**src/rtl/utmi_adp_pkg.sv**
```systemverilog
package utmi_adp_pkg;

    localparam int LANE_W = 8;
    localparam int WORD_W = 2 * LANE_W;

    typedef enum logic {
        PATH_NARROW = 1'b0,
        PATH_WIDE   = 1'b1
    } path_e;

    typedef struct packed {
        logic              valid;
        logic              hi_ok;
        logic [WORD_W-1:0] data;
    } rx_word_t;

    function automatic logic [WORD_W-1:0] join_lanes(input logic [LANE_W-1:0] hi,
                                                     input logic [LANE_W-1:0] lo);
        return {hi, lo};
    endfunction

endpackage

```
**src/rtl/utmi_tx_unpack.sv**
```systemverilog
module utmi_tx_unpack
    import utmi_adp_pkg::*;
(
    input  logic              clk,
    input  logic              rst,
    input  path_e             path,
    input  logic              stb,
    input  logic              txvalid,
    input  logic [WORD_W-1:0] din,
    input  logic              hiv_in,
    output logic [LANE_W-1:0] core_byte,
    output logic              core_load,
    output logic              txready
);

    logic upper_q;

    always_comb begin
        core_load = stb & txvalid;
        core_byte = (path == PATH_WIDE && upper_q) ? din[WORD_W-1:LANE_W] : din[LANE_W-1:0];
        txready   = core_load & ((path != PATH_WIDE) | upper_q | ~hiv_in);
    end

    always_ff @(posedge clk) begin
        if (rst || !txvalid)
            upper_q <= 1'b0;
        else if (stb && path == PATH_WIDE)
            upper_q <= ~upper_q & hiv_in;
    end

    // no byte moves and no acknowledge without a transmit word
    a_r9_tx_quiet: assert property (@(posedge clk) disable iff (rst)
        !txvalid |-> (!core_load && !txready));

    // after a first half with no acknowledge, the high byte is presented
    a_r4_upper_follows: assert property (@(posedge clk) disable iff (rst)
        (path == PATH_WIDE && stb && txvalid && hiv_in && !txready)
        |=> (!txvalid || core_byte == din[WORD_W-1:LANE_W]));

endmodule

```
**src/rtl/utmi_rx_pack.sv**
```systemverilog
module utmi_rx_pack
    import utmi_adp_pkg::*;
(
    input  logic              clk,
    input  logic              rst,
    input  path_e             path,
    input  logic              stb,
    input  logic              cvalid,
    input  logic [LANE_W-1:0] cbyte,
    input  logic              cactive,
    output rx_word_t          rx,
    output logic              rxactive
);

    logic              have_lo;
    logic [LANE_W-1:0] lo_q;

    always_ff @(posedge clk) begin
        if (rst) begin
            rx       <= '0;
            rxactive <= 1'b0;
            have_lo  <= 1'b0;
            lo_q     <= '0;
        end else begin
            rx.valid <= 1'b0;
            rxactive <= cactive | have_lo;
            if (path == PATH_NARROW) begin
                if (stb && cvalid) begin
                    rx.valid <= 1'b1;
                    rx.hi_ok <= 1'b0;
                    rx.data  <= join_lanes(cbyte, '0);
                end
            end else if (stb && cvalid) begin
                if (have_lo) begin
                    rx.valid <= 1'b1;
                    rx.hi_ok <= 1'b1;
                    rx.data  <= join_lanes(cbyte, lo_q);
                    have_lo  <= 1'b0;
                end else begin
                    lo_q    <= cbyte;
                    have_lo <= 1'b1;
                end
            end else if (have_lo && !cactive) begin
                rx.valid <= 1'b1;
                rx.hi_ok <= 1'b0;
                rx.data  <= join_lanes('0, lo_q);
                have_lo  <= 1'b0;
            end
        end
    end

    // a completed byte pair yields a full word next cycle
    a_r6_pair_word: assert property (@(posedge clk) disable iff (rst)
        (path == PATH_WIDE && stb && cvalid && have_lo) |=> (rx.valid && rx.hi_ok));

    // a stranded byte at packet end is flushed as a half word
    a_r7_odd_flush: assert property (@(posedge clk) disable iff (rst)
        (path == PATH_WIDE && have_lo && !cactive && !(stb && cvalid))
        |=> (rx.valid && !rx.hi_ok && rx.data[WORD_W-1:LANE_W] == '0));

    // activity is reported one cycle after the core
    a_r10_active_follow: assert property (@(posedge clk) disable iff (rst)
        cactive |=> rxactive);

endmodule

```
**src/rtl/utmi_bus_dir.sv**
```systemverilog
module utmi_bus_dir
    import utmi_adp_pkg::*;
(
    input  path_e             path,
    input  logic              txvalid,
    input  logic              rxvalid,
    output logic [WORD_W-1:0] data_oe,
    output logic              hiv_oe
);

    localparam int NUM_LANES = WORD_W / LANE_W;

    logic turn_out;
    assign turn_out = !txvalid && rxvalid;

    for (genvar g = 0; g < NUM_LANES; g++) begin : g_lane
        logic lane_en;
        if (g == 0) begin : g_low
            assign lane_en = (path == PATH_WIDE) && turn_out;
        end else begin : g_high
            assign lane_en = (path == PATH_NARROW) || turn_out;
        end
        assign data_oe[g*LANE_W +: LANE_W] = {LANE_W{lane_en}};
    end

    assign hiv_oe = (path == PATH_WIDE) && turn_out;

endmodule

```
**src/rtl/utmi_width_adapter.sv**
```systemverilog
module utmi_width_adapter
    import utmi_adp_pkg::*;
(
    input  logic              clk,
    input  logic              rst,
    input  logic              wide_sel,
    input  logic              byte_stb,
    input  logic              sie_txvalid,
    output logic              sie_txready,
    input  logic [WORD_W-1:0] sie_din,
    input  logic              sie_hiv_in,
    output logic [WORD_W-1:0] sie_dout,
    output logic [WORD_W-1:0] sie_dout_oe,
    output logic              sie_hiv_out,
    output logic              sie_hiv_oe,
    output logic              sie_rxvalid,
    output logic              sie_rxactive,
    output logic [LANE_W-1:0] core_tx_byte,
    output logic              core_tx_load,
    input  logic [LANE_W-1:0] core_rx_byte,
    input  logic              core_rx_valid,
    input  logic              core_rx_active
);

    path_e    path;
    rx_word_t rx;

    assign path = path_e'(wide_sel);

    utmi_tx_unpack u_tx (
        .clk       (clk),
        .rst       (rst),
        .path      (path),
        .stb       (byte_stb),
        .txvalid   (sie_txvalid),
        .din       (sie_din),
        .hiv_in    (sie_hiv_in),
        .core_byte (core_tx_byte),
        .core_load (core_tx_load),
        .txready   (sie_txready)
    );

    utmi_rx_pack u_rx (
        .clk      (clk),
        .rst      (rst),
        .path     (path),
        .stb      (byte_stb),
        .cvalid   (core_rx_valid),
        .cbyte    (core_rx_byte),
        .cactive  (core_rx_active),
        .rx       (rx),
        .rxactive (sie_rxactive)
    );

    utmi_bus_dir u_dir (
        .path    (path),
        .txvalid (sie_txvalid),
        .rxvalid (rx.valid),
        .data_oe (sie_dout_oe),
        .hiv_oe  (sie_hiv_oe)
    );

    assign sie_dout    = rx.data;
    assign sie_hiv_out = rx.hi_ok;
    assign sie_rxvalid = rx.valid;

    // the shared bus is released whenever the SIE transmits
    a_r8_no_clash: assert property (@(posedge clk) disable iff (rst)
        (wide_sel && sie_txvalid) |-> (sie_dout_oe == '0 && !sie_hiv_oe));

    // split lanes keep a fixed direction
    a_r3_split_lanes: assert property (@(posedge clk) disable iff (rst)
        !wide_sel |-> (sie_dout_oe == {{LANE_W{1'b1}}, {LANE_W{1'b0}}} && !sie_hiv_oe));

endmodule

```
**config.mk**
```make
export PLATFORM = sky130hd
export DESIGN_NAME = utmi_width_adapter
export DESIGN_NICKNAME = d
export VERILOG_FILES = /design/src/rtl/utmi_adp_pkg.sv /design/src/rtl/utmi_tx_unpack.sv /design/src/rtl/utmi_rx_pack.sv /design/src/rtl/utmi_bus_dir.sv /design/src/rtl/utmi_width_adapter.sv
export SDC_FILE = /design/constraint.sdc
export NUM_CORES = 1
export LEC_CHECK = 0
export ABC_AREA = 0
export BUFFER_PORTS_ARGS = -buffer_cell sky130_fd_sc_hd__clkbuf_2
export CELL_PAD_IN_SITES_DETAIL_PLACEMENT = 0
export CELL_PAD_IN_SITES_GLOBAL_PLACEMENT = 1
export CORE_MARGIN = 5
export CORE_UTILIZATION = 30
export CTS_BUF_LIST = sky130_fd_sc_hd__clkbuf_16
export DETAILED_ROUTE_END_ITERATION = 12
export GPL_ROUTABILITY_DRIVEN = 1
export PLACE_DENSITY_LB_ADDON = 0.05
export SYNTH_ARGS = -nofsm -noshare
export SYNTH_HDL_FRONTEND = slang
export SYNTH_SLANG_ARGS = --single-unit
```
**constraint.sdc**
```tcl
create_clock -name clk -period 1.4 [get_ports clk]
set_clock_uncertainty 0.05 [all_clocks]
set_input_delay 0.07 -clock clk [delete_from_list [all_inputs] [get_ports clk]]
set_output_delay 0.07 -clock clk [all_outputs]
set_load 0.01 [all_outputs]
```
### Word-level counts from Yosys, hierarchy flattened

Cells that the tools add are included.

* output and inout port bits: 46
* register bits after elaboration: 29
* word-level logic and storage cells: 42

* muxes and demuxes: 9
* eq/ne operators: 1
* bitwise operators: 10
* reductions and logical operators: 15

Operators by type and width (count)
* $mux W18: 5
* $mux W8: 1
* $logic_and A1 B1 Y1: 6
* $reduce_and A3 Y1: 2
* $not A1 Y1: 4
* $reduce_bool A2 Y1: 2
* $and A1 B1 Y1: 3
* $mux W1: 3
* $ne A3 B2 Y1 const B: 1
* $or A1 B1 Y1: 3
* $logic_not A1 Y1: 2
* $logic_or A1 B1 Y1: 2
* $reduce_and A2 Y1: 1

### Longest topological paths before layout

* depth after elaboration: 5
* depth in mapped cells: 5
* mapped depth without buffers: 3

### Cells and area by module

From an unflattened synthesis, not the netlist that was laid out.

* cell total of the unflattened synthesis: 129
* area total of the unflattened synthesis: 1290.0 µm²

Modules (own cells, without submodules)
* utmi_rx_pack: cells each 93, sequential area each 560.5 µm², times used 1, area each 979.7 µm²
* utmi_tx_unpack: cells each 17, sequential area each 20.0 µm², times used 1, area each 168.9 µm²
* utmi_bus_dir: cells each 19, sequential area each 0.0 µm², times used 1, area each 141.4 µm²

### Least setup slack after synthesis

OpenSTA, ideal clock, no wires.

* kind: register -> output
* from: reg, netlist name u_rx.rx[17]
* to: out sie_dout_oe[0]
* data arrival time: 1.404 ns
* cell stages (with the launch flop): 4
* slack: -0.124 ns
* path through: dfxtp_1 -> inv_1 -> nor3b_1 -> buf_4

* cells in the longest elaborated chain, start to end: 2

RTL lines
* $logic_and A1 B1 Y1: RTL line utmi_bus_dir.sv:14 `assign turn_out = !txvalid && rxvalid;`
* $logic_and A1 B1 Y1
* to (decl): RTL line utmi_width_adapter.sv:13 `output logic [WORD_W-1:0] sie_dout_oe,`

No other way between the ends.

### Worst setup path after layout

* from: reg u_tx.upper_q
* to: out core_tx_byte[2]

* cells in the longest elaborated chain, start to end: 2

RTL lines
* from (decl): RTL line utmi_tx_unpack.sv:16 `logic upper_q;`
* from (signal assigned): RTL line utmi_tx_unpack.sv:28 `upper_q <= ~upper_q & hiv_in;`
* $logic_and A1 B1 Y1: RTL line utmi_tx_unpack.sv:20 `core_byte = (path == PATH_WIDE && upper_q) ? din[WORD_W-1:LANE_W] : din[LANE_W-1:0];`
* $mux W8: RTL line utmi_tx_unpack.sv:20
* to (decl): RTL line utmi_width_adapter.sv:18 `output logic [LANE_W-1:0] core_tx_byte,`

No other way between the ends.

==> flow_summary.yaml <==
run_status:
  status: "finished, final reports clean"
min_path:
  worstHoldStart: "core_rx_byte[5]"
  holdPathStages: 3
  min_to: "u_rx.lo_q[5]"
  hold_path.class: "input pin to flop"
place:
  place_congestion: 0.7477
  place_ws_ns: 0.01113
  hpwl_mm: 2.597
  io_buffers: 77
die:
  die_w_um: 75.38
  pin_count: 78
  dieHeight_um: 75.38
  fp.coreArea_mm2: 0.004086
  fp.dieArea_mm2: 0.005682
  initial_core_util_pct: 31.38
  row_count: 23
detailed_routing:
  drt_iter0_markers: 48
  firstDrtPassIters: 4
  wl_per_cell_um: 13.66
  drc: 0
  routed_wl_mm: 3.470
  vias_per_cell: 4.780
  via_count: 1214
  ant_nets: 0
sta:
  finalWorstSetupSlack_ns: 0.08305
  hold_violations: 0
  post-route-period-util_pct: 94.07
  setup_viol: 0
  drv_slew: 0
  rsz0062_at_grt: "false"
  fmax_mhz: 759.3
  worst_slew_pin_slew_ns: 0.4481
  fin_crit_ns: 1.317
  slew-limit-headroom_pct: 70.03
  final.setup.tns_ns: 0
logic_synthesis:
  netlist.area_leader.share_pct: 45.27
  async_flop_share_pct: 0
  synth-edff-count: 0
  ys_top_cells_by_count: "dfxtp_1, nand2_1, a32o_1, buf_4, a21oi_1"
  synth_seq_cells: 29
  synth_area_leader_cell: "dfxtp_1"
  synthDistinctLibCells: 28
  seq_area_frac_synth_pct: 45.27
  synth.avg_cell_area_um2: 9.865
  synth_flop_cell: "dfxtp_1"
  post-synth-top-count-cell: "dfxtp_1"
  postSynthCellCount: 130
  synth_fp_nets: 162
  ys.warnings.count: 0
  netlist_area_mm2: 0.001282
  synth_area_leaders: "dfxtp_1, a32o_1, buf_4, mux2_2, nand2_1"
critical_path:
  path_cells: "nand2_4 -> mux2_2 -> clkbuf_2"
  slowest_stage: "mux2_2"
  startpoint_type: "flop"
  arrival_ns: 1.20
  worstPathMaxFanout: 8
  reg2reg_from: "u_rx.have_lo"
  slowest_delay_ns: 0.35
  cp.required_ns: 1.28
  end_kind: "output port"
  r2r-end: "u_rx.rx[7]"
  crit_type: "flop to output port"
  reg2reg_depth: 3
  rrSetupSlack_ns: 0.12
global_route:
  overflow: 0
  grt_pass1_wl_mm: 5.216
  grt_usage_pct: 12.14
  grt_pass1_vias: 1115
  grt_max_degree: 18
  antenna_found_initial: 0
clock_network:
  tritoncts: "built"
  numCtsBuffers: 5
  clk_latency_ns: 0.27
  clk_pin_slew_ns: 0.05
  clockBufferDepth: 2
  root_buffer: "clkbuf_16"
  htreeDepth: 2
  postCtsSetupRepairBufs: 0
  clkSinkCount: 29
layout:
  register_area_um2: 581.8
  num-fill-cells: 416
  syn_to_final_growth_pct: 45.66
  antenna_cells: 0
  multi_input_area_um2: 568.0
  fin_nets: 235
  final_core_util_pct: 45.71
  layout-drive-gt1-share_pct: 50.49
power_and_ir_drop:
  p_per_area_mw_per_mm2: 1228
  leakage_uw: 0.0008701
  vdd_drop_max_v: 0.0007946
run:
  max_cap_viol_count: 0
==> placed cells by master (no fill, tap or decap), drive strengths merged <==
cell         instances
clkbuf              82
dfxtp               29
nand2               20
a32o                16
a21oi               11
mux2                 8
dlygate4sd3          7
nor2                 5
buf                  4
inv                  3
and2                 2
a31oi                2
nor3                 2
o21ai                1
nor3b                1
o21a                 1
nand2b               1
nor2b                1
a21o                 1
a211oi               1
and3                 1
and4b                1
nand4b               1
a2111oi              1
clkinv               1
bufinv               1
==> metrics by stage <==
stage	total power [uW]	hold slack, ns	cell area [um2]	instances
global placement	1117	0.2490	1607	239
CTS	2314	0.0002922	1848	254
finish	2294	0.0008297	1868	254
floorplan	1025	0.09931	1287	130
detailed placement	1121	0.2538	1607	239
global route	2390	0.002502	1868	254
==> worst max-delay path: cells and delay by family (launching register included) <==
family	cells	cell delay [ns]
DFF	1	0.34
buffers and inverters	1	0.13
and+or+nand+nor	1	0.11
muxes	1	0.35
==> repair_timing <==
| item | in CTS | in global routing |
|---|---|---|
| endpoints found under the hold margin | 12 | 0 |
| hold buffers | 7 | 0 |
| resized for setup | 3 | 4 |
| pin swaps | 0 | 1 |
| setup endpoints to repair | 9 | 26 |
==> cell type report <==
class / instances / share of cell area (%)
Clock buffer: 5 / 6.698
Clock inverter: 3 / 2.009
Inverter: 2 / 0.4019
Multi-Input combinational cell: 77 / 30.41
Sequential cell: 29 / 31.15
Tap cell: 50 / 3.349
Timing Repair Buffer: 88 / 25.99
==> per-layer routing <==
layer | GRT usage (%) | share of wire, % | wire, um
met1 | 14.17 | 40 | 1384
met2 | 20.61 | 49 | 1684
met3 | 4.354 | 11 | 381
met4 | 4.078 | 0.58 | 20
met5 | 0 | 0 | 0
==> worst max path at each step <==
stage                     cells after the start  slack, ns         endpoint    startpoint
after global placement                        3       0.07       u_rx.rx[2]  u_rx.have_lo
final                                         3       0.08  core_tx_byte[2]  u_tx.upper_q
after detailed placement                      3       0.01      u_rx.rx[13]  u_rx.have_lo
after global routing                          3       0.01   sie_dout_oe[4]   u_rx.rx[17]
after floorplan                               3       0.14  sie_dout_oe[10]   u_rx.rx[17]
after CTS                                     3      0.001   sie_dout_oe[3]   u_rx.rx[17]
==> state kept, by name, indices dropped and copies added, names as in the netlist <==
name / cells
u_rx.rx: 18
u_rx.have_lo: 1
u_tx.upper_q: 1
u_rx.rxactive: 1
u_rx.lo_q: 8
==> cell families after synthesis <==
kind of cell / after synthesis / synth area share, %
multiplexers: 8 / 7.025
flip-flops: 29 / 45.27
AO/OA/AOI/OAI: 34 / 21.56
buffers and inverters: 24 / 12.97
AND/OR/NAND/NOR: 35 / 13.17
==> power by group <==
group | internal [uW] | total [uW] | leakage [uW] | switching (uW)
logic | 122 | 262 | 0.000552 | 140
registers | 850 | 864 | 0.000236 | 14.0
clock network | 823 | 1170 | 0.0000826 | 345
total | 1800 | 2290 | 0.000870 | 498
No activity file was read; power rests on OpenSTA's default activity.
